==> config.mk <==
export PLATFORM = sky130hd
export DESIGN_NAME = tribElasticStore
export DESIGN_NICKNAME = d
export VERILOG_FILES = /design/src/rtl/tes_pkg.sv /design/src/rtl/tes_datapath.sv /design/src/rtl/tes_control.sv /design/src/rtl/tribElasticStore.sv
export SDC_FILE = /design/constraint.sdc
export NUM_CORES = 1
export LEC_CHECK = 0
export ABC_AREA = 1
export BUFFER_PORTS_ARGS = -buffer_cell sky130_fd_sc_hd__buf_2
export CORE_ASPECT_RATIO = 1.2
export CORE_MARGIN = 1
export CORE_UTILIZATION = 45
export CTS_CLUSTER_DIAMETER = 30
export DETAILED_ROUTE_END_ITERATION = 16
export PLACE_DENSITY = 0.74
export SETUP_SLACK_MARGIN = 0.05
export SYNTH_ARGS = -nofsm -noshare
export SYNTH_HDL_FRONTEND = slang
export SYNTH_SLANG_ARGS = --single-unit
==> constraint.sdc <==
create_clock -name clk -period 3.83 [get_ports clk]
set_input_delay 0.766 -clock clk [delete_from_list [all_inputs] [get_ports clk]]
set_output_delay 0.766 -clock clk [all_outputs]
set_load 0.03 [all_outputs]
==> src/rtl/tes_pkg.sv <==
package tes_pkg;

  typedef enum logic [1:0] {
    MODE_FILL   = 2'd0,
    MODE_ALWAYS = 2'd1,
    MODE_RATIO  = 2'd2,
    MODE_BYPASS = 2'd3
  } stuffMode_t;

  typedef struct packed {
    logic doWrite;
    logic doRead;
    logic recentre;
    logic zeroData;
    logic bypassData;
  } storeStrobe_t;

endpackage

==> src/rtl/tes_datapath.sv <==
module tes_datapath
  import tes_pkg::*;
#(
  parameter int DEPTH = 16
) (
  input  logic                       clk,
  input  logic                       rstN,
  input  storeStrobe_t               strobe,
  input  logic                       wrData,
  output logic                       rdData,
  output logic [$clog2(DEPTH):0]     fill
);

  localparam int ADDR_W = $clog2(DEPTH);
  localparam int PTR_W  = ADDR_W + 1;
  localparam logic [PTR_W-1:0] HALF = PTR_W'(DEPTH / 2);

  logic             mem [DEPTH];
  logic [PTR_W-1:0] wrPtr;
  logic [PTR_W-1:0] rdPtr;
  logic [PTR_W-1:0] wrPtrNext;

  assign wrPtrNext = wrPtr + PTR_W'(strobe.doWrite);
  assign fill      = wrPtr - rdPtr;

  always_ff @(posedge clk) begin
    if (!rstN) begin
      for (int i = 0; i < DEPTH; i++) mem[i] <= 1'b0;
    end else if (strobe.doWrite) begin
      mem[wrPtr[ADDR_W-1:0]] <= wrData;
    end
  end

  always_ff @(posedge clk) begin
    if (!rstN) begin
      wrPtr  <= HALF;
      rdPtr  <= '0;
      rdData <= 1'b0;
    end else begin
      wrPtr <= wrPtrNext;
      if (strobe.recentre)    rdPtr <= wrPtrNext - HALF;
      else if (strobe.doRead) rdPtr <= rdPtr + PTR_W'(1);

      if (strobe.bypassData)    rdData <= wrData;
      else if (strobe.zeroData) rdData <= 1'b0;
      else if (strobe.doRead)   rdData <= mem[rdPtr[ADDR_W-1:0]];
    end
  end

endmodule

==> src/rtl/tes_control.sv <==
module tes_control
  import tes_pkg::*;
#(
  parameter int DEPTH   = 16,
  parameter int RATIO_W = 8
) (
  input  logic                   clk,
  input  logic                   rstN,
  input  stuffMode_t             mode,
  input  logic [RATIO_W-1:0]     ratioN,
  input  logic                   wrEn,
  input  logic                   rdEn,
  input  logic                   stuffOpp,
  input  logic [$clog2(DEPTH):0] fill,
  output storeStrobe_t           strobe,
  output logic                   stuffReq,
  output logic                   overflowFlag,
  output logic                   underflowFlag
);

  localparam int PTR_W = $clog2(DEPTH) + 1;
  localparam logic [PTR_W-1:0] HALF = PTR_W'(DEPTH / 2);
  localparam logic [PTR_W-1:0] FULL = PTR_W'(DEPTH);

  logic               bypass;
  logic               ovfEvent;
  logic               unfEvent;
  logic               decision;
  logic               ratioHit;
  logic [RATIO_W-1:0] oppCnt;

  assign bypass   = (mode == MODE_BYPASS);
  assign ovfEvent = !bypass && wrEn && !rdEn && (fill == FULL);
  assign unfEvent = !bypass && rdEn && (fill == '0);

  always_comb begin
    strobe.doWrite    = !bypass && wrEn && !ovfEvent;
    strobe.doRead     = !bypass && rdEn && !unfEvent;
    strobe.recentre   = ovfEvent || unfEvent;
    strobe.zeroData   = unfEvent;
    strobe.bypassData = bypass;
  end

  assign ratioHit = (ratioN <= RATIO_W'(1)) || (oppCnt >= ratioN - RATIO_W'(1));

  always_comb begin
    unique case (mode)
      MODE_FILL:   decision = (fill < HALF);
      MODE_ALWAYS: decision = 1'b1;
      MODE_RATIO:  decision = ratioHit;
      default:     decision = 1'b0;
    endcase
  end

  always_ff @(posedge clk) begin
    if (!rstN) begin
      stuffReq      <= 1'b0;
      oppCnt        <= '0;
      overflowFlag  <= 1'b0;
      underflowFlag <= 1'b0;
    end else begin
      if (stuffOpp) begin
        stuffReq <= decision;
        if (mode == MODE_RATIO) oppCnt <= ratioHit ? '0 : oppCnt + RATIO_W'(1);
      end
      if (ovfEvent) overflowFlag  <= 1'b1;
      if (unfEvent) underflowFlag <= 1'b1;
    end
  end

endmodule

==> src/rtl/tribElasticStore.sv <==
module tribElasticStore
  import tes_pkg::*;
#(
  parameter int DEPTH   = 16,
  parameter int RATIO_W = 8
) (
  input  logic               clk,
  input  logic               rstN,
  input  logic [1:0]         mode,
  input  logic [RATIO_W-1:0] ratioN,
  input  logic               wrEn,
  input  logic               wrData,
  input  logic               rdEn,
  output logic               rdData,
  input  logic               stuffOpp,
  output logic               stuffReq,
  output logic               overflowFlag,
  output logic               underflowFlag
);

  localparam int PTR_W = $clog2(DEPTH) + 1;

  storeStrobe_t     strobe;
  logic [PTR_W-1:0] fill;

  tes_control #(.DEPTH(DEPTH), .RATIO_W(RATIO_W)) uCtrl (
    .clk(clk), .rstN(rstN), .mode(stuffMode_t'(mode)), .ratioN(ratioN),
    .wrEn(wrEn), .rdEn(rdEn), .stuffOpp(stuffOpp), .fill(fill),
    .strobe(strobe), .stuffReq(stuffReq),
    .overflowFlag(overflowFlag), .underflowFlag(underflowFlag)
  );

  tes_datapath #(.DEPTH(DEPTH)) uData (
    .clk(clk), .rstN(rstN), .strobe(strobe), .wrData(wrData),
    .rdData(rdData), .fill(fill)
  );

endmodule

==> PnR_summary.wiki <==
{| class="wikitable"
! Metric !! Value
|-
| Status || finished clean
|-
| Minimum clock period after layout || 3.07 ns
|-
| Max VDD drop || 0.195 mV
|-
| Worst Path Max Fanout || 24
|-
| Minimum hold slack || 0.446 ns
|-
| Fin. max-slew vios || 0
|-
| Post-layout instance count excluding filler cells || 455
|-
| Area growth, synth to finish || 9.86%
|-
| Fraction of post-synthesis cell area in the top cell type by area || 0.320
|-
| Cell taking the most area after synthesis || sky130_fd_sc_hd__dfxtp_1
|-
| Max Clock Freq || 326 MHz
|-
| Critical Path AT || 3.31 ns
|-
| Net Sw Power || 0.000285 W
|-
| Transition time at the pin with the least slew margin || 0.751 ns
|-
| Cells after DPL || 447
|-
| Detailed placement HPWL || 4.22 mm
|-
| Class of the most critical hold timing path || reg2reg
|-
| Worst-Skew Late Latency || 0.30 ns
|-
| Portion of total power attributed to the clock network || 0.404
|-
| Number of distinct standard cells referenced by the synthesized netlist || 31
|-
| Count of inserted antenna diode cells || 0
|-
| Internal power consumption || 0.000789 W
|-
| Antenna violation net count after detailed routing || 0
|-
| Net Sw Frac || 0.265
|-
| Kind of critical path || reg2reg
|-
| Count of buffering cells on the critical path with inverters included || 6
|-
| Comb pwr share || 0.160
|-
| Power per cell area || 372 nW/um2
|-
| Unrepaired setup endpoints after global routing || no
|-
| Number of buffers on the longest clock path || 2
|-
| CP required || 4.08 ns
|-
| Detailed Routing Iterations Pass 1 || 5
|-
| Standard cell core area || 5630 um2
|-
| Final setup fails || 0
|-
| Worst relative slew slack || 0.500
|-
| Average via count per standard cell || 5.32
|-
| Global-route wire length before repair || 9.39 mm
|-
| Gpl congestion || 0.875
|-
| Leading cell type in the layout, fill and taps excluded || sky130_fd_sc_hd__nand2_1
|-
| Placed standard-cell area || 2740 um2
|-
| Startpoint type of the worst setup path || flip-flop
|-
| Mean instance size in the synthesized netlist || 7.00 um2
|-
| Top post-synthesis cells by area || sky130_fd_sc_hd__dfxtp_1 (32%), sky130_fd_sc_hd__nand2_1 (8.7%), sky130_fd_sc_hd__ha_1 (8.6%)
|-
| Total congestion overflow after global routing || 0
|-
| Sequential fraction of the synthesis area || 0.320
|-
| Number of warnings reported in the yosys synthesis log || 0
|-
| Clock slew at the register clock pins of the worst setup and hold paths || 0.08 ns
|-
| Tcrit/Tclk final || 0.801
|-
| Initial Utilization || 0.466
|-
| Wire length reported by the detailed router || 5.52 mm
|-
| Synth Register Bits || 42
|-
| Share of post-route cells with drive strength above 1 || 0.0946
|-
| Relative contribution of sequential cells to total power || 0.436
|-
| Critical path capture point type || flip-flop
|-
| Most used cell, CP || sky130_fd_sc_hd__nand2_1
|-
| Commonest cells after routing, fill and taps aside || sky130_fd_sc_hd__nand2_1 (61), sky130_fd_sc_hd__inv_1 (59), sky130_fd_sc_hd__nand3_1 (44)
|-
| Fraction of synthesis flops using an asynchronous set or reset pin || 0
|-
| Gate family responsible for the most delay along the worst path || simple AND/OR/NAND/NOR gates
|-
| Setup Total Neg Slack || 0 ns
|-
| Count of buffers from port buffering || 19
|-
| Clock tree root buffer cell || sky130_fd_sc_hd__clkbuf_8
|-
| Count of nets after finishing || 424
|-
| Critical-path top delay cell || sky130_fd_sc_hd__dfxtp_1
|-
| Via count of the first global-routing pass || 2208
|-
| Primary FF master, synth || sky130_fd_sc_hd__dfxtp_1
|-
| Syn Std Cell Area || 2630 um2
|-
| Largest net degree at the start of global routing || 43
|-
| Count of hold-fix buffers inserted at cts || 0
|-
| TritonCTS clock tree || yes
|-
| Sink Count || 42
|-
| Total routing usage reported by global routing || 0.193
|-
| Number of antenna violations at the first check in global routing || 0
|-
| # H-tree levels || 2
|-
| TritonCTS buffer count || 5
|-
| Count of maximum capacitance violations || 0
|-
| Core Rows || 30
|-
| Number of design-rule violations left by the first detailed-router iteration || 146
|-
| Hold Vio Cnt, Final || 0
|-
| Number of instances in the synthesized netlist || 375
|-
| Number of synthesized flops with an enable pin || 0
|-
| Average wire per cell in the routed design || 12.1 um
|-
| Clk_skew || 0.00517 ns
|-
| Number of placed I/O pins || 20
|-
| Max incr delay on CP || 0.40 ns
|-
| Post-CTS repair timing setup buffer count || 0
|-
| Overall die width || 71.7 um
|-
| Die Y || 85.7 um
|-
| CTS resizes || 0
|-
| Layout Cell Area excl Fill || 2890 um2
|-
| Full die area || 6150 um2
|-
| Utilization after layout || 0.512
|-
| Total number of vias || 2420
|-
| Synthesized net count || 409
|-
| Leakage Power || 1.34 nW
|-
| Series of cell instances along the critical path || inv_1 -> ha_1 -> nand2_1 -> inv_1 -> nand2_1 -> nand2_1 -> nand2_1 -> nand2_1 -> nand3_4 -> inv_1 -> nor3_1 -> ha_1 -> ha_1 -> inv_1 -> or3_1 -> nand2_1 -> inv_1 -> nand2_1 -> nand3_1 -> nand3_1 -> nand2_1 -> inv_1
|-
| DR DRC count || 0
|}
## worst register-to-register path: cells and delay by family, from the launching register on
family | cells | cell delay [ns]
flip-flops | 1 | 0.40
buffers and inverters | 6 | 0.38
AND/OR/NAND/NOR | 13 | 1.48
adder cells (fa/ha/maj) | 3 | 0.76
## logic make-up after synthesis
logic type,after synthesis,synth area share
compound gates,47,0.0977
xor+xnor,18,0.0600
fa+ha+maj,18,0.0858
buf+inv,71,0.108
flops,42,0.320
simple gates,179,0.328
## worst paths after layout
| path | slack (ns) | start | to | depth (start not counted) |
|---|---|---|---|---|
| setup reg to reg | 0.76 | uData.rdPtr[2]$_SDFFE_PN0N_ | uData.rdPtr[4]$_SDFFE_PN0N_ | 22 |
| setup / recovery | 0.76 | uData.rdPtr[2]$_SDFFE_PN0N_ | uData.rdPtr[4]$_SDFFE_PN0N_ | 22 |
| hold / removal | 0.45 | uCtrl.underflowFlag$_SDFFE_PN0P_ | uCtrl.underflowFlag$_SDFFE_PN0P_ | 2 |
| hold reg to reg | 0.45 | uCtrl.underflowFlag$_SDFFE_PN0P_ | uCtrl.underflowFlag$_SDFFE_PN0P_ | 2 |
## sequential cells by signal (all words and copies together), names as in the netlist, named ones only
name                 count
uData.rdData             1
uData.mem               16
uCtrl.stuffReq           1
uCtrl.oppCnt             8
uCtrl.underflowFlag      1
uCtrl.overflowFlag       1
uData.wrPtr              5
uData.rdPtr              5
## Yosys cell counts (2+ instances only)
| cell | number |
|---|---|
| sky130_fd_sc_hd__nand2_1 | 61 |
| sky130_fd_sc_hd__inv_1 | 59 |
| sky130_fd_sc_hd__nand3_1 | 44 |
| sky130_fd_sc_hd__dfxtp_1 | 42 |
| sky130_fd_sc_hd__nor2_1 | 35 |
| sky130_fd_sc_hd__o21ai_0 | 25 |
| sky130_fd_sc_hd__nand4_1 | 21 |
| sky130_fd_sc_hd__ha_1 | 18 |
| sky130_fd_sc_hd__a21oi_1 | 14 |
| sky130_fd_sc_hd__xor2_1 | 13 |
| sky130_fd_sc_hd__clkbuf_1 | 6 |
| sky130_fd_sc_hd__xnor2_1 | 5 |
| sky130_fd_sc_hd__nand3b_1 | 4 |
| sky130_fd_sc_hd__o211ai_1 | 4 |
| sky130_fd_sc_hd__nor3_1 | 3 |
| sky130_fd_sc_hd__buf_2 | 2 |
| sky130_fd_sc_hd__buf_6 | 2 |
| sky130_fd_sc_hd__nand2_2 | 2 |
| sky130_fd_sc_hd__nand3_2 | 2 |
| sky130_fd_sc_hd__nand3_4 | 2 |
## through the flow
step                      power, W  setup slack (ns)
after floorplan           0.000606              1.11
after global placement    0.000645             0.845
after detailed placement  0.000649             0.752
after CTS                  0.00108             0.784
after global routing       0.00112             0.491
final                      0.00107             0.764
## area by class of cell
| type | count | area (um2) |
|---|---|---|
| multi-input cells | 262 | 1500 |
| clock buffers | 6 | 82.6 |
| repair buffers | 19 | 95.1 |
| inverters | 60 | 225 |
| well taps | 64 | 80.1 |
| flip-flops and latches | 42 | 841 |
| fillers | 570 | 2750 |
| clock inverters | 2 | 60.1 |
## layer usage
metal	GRT usage	up-vias	routed length, um	share of wire
li1	-	1258	-	-
met1	0.225	1129	2530	0.46
met4	0.0642	0	74	0.013
met3	0.0411	6	130	0.024
met5	0	-	0	0
met2	0.346	27	2790	0.50
## power groups by stage
stage | Combinational [W] | Sequential [W] | Clock, W
after floorplan | 0.000131 | 0.000475 | 0
after global placement | 0.000168 | 0.000478 | 0
after detailed placement | 0.000172 | 0.000478 | 0
after CTS | 0.000173 | 0.000467 | 0.000440
after global routing | 0.000196 | 0.000470 | 0.000458
final | 0.000172 | 0.000468 | 0.000434
(Power assumes the default switching activity.)
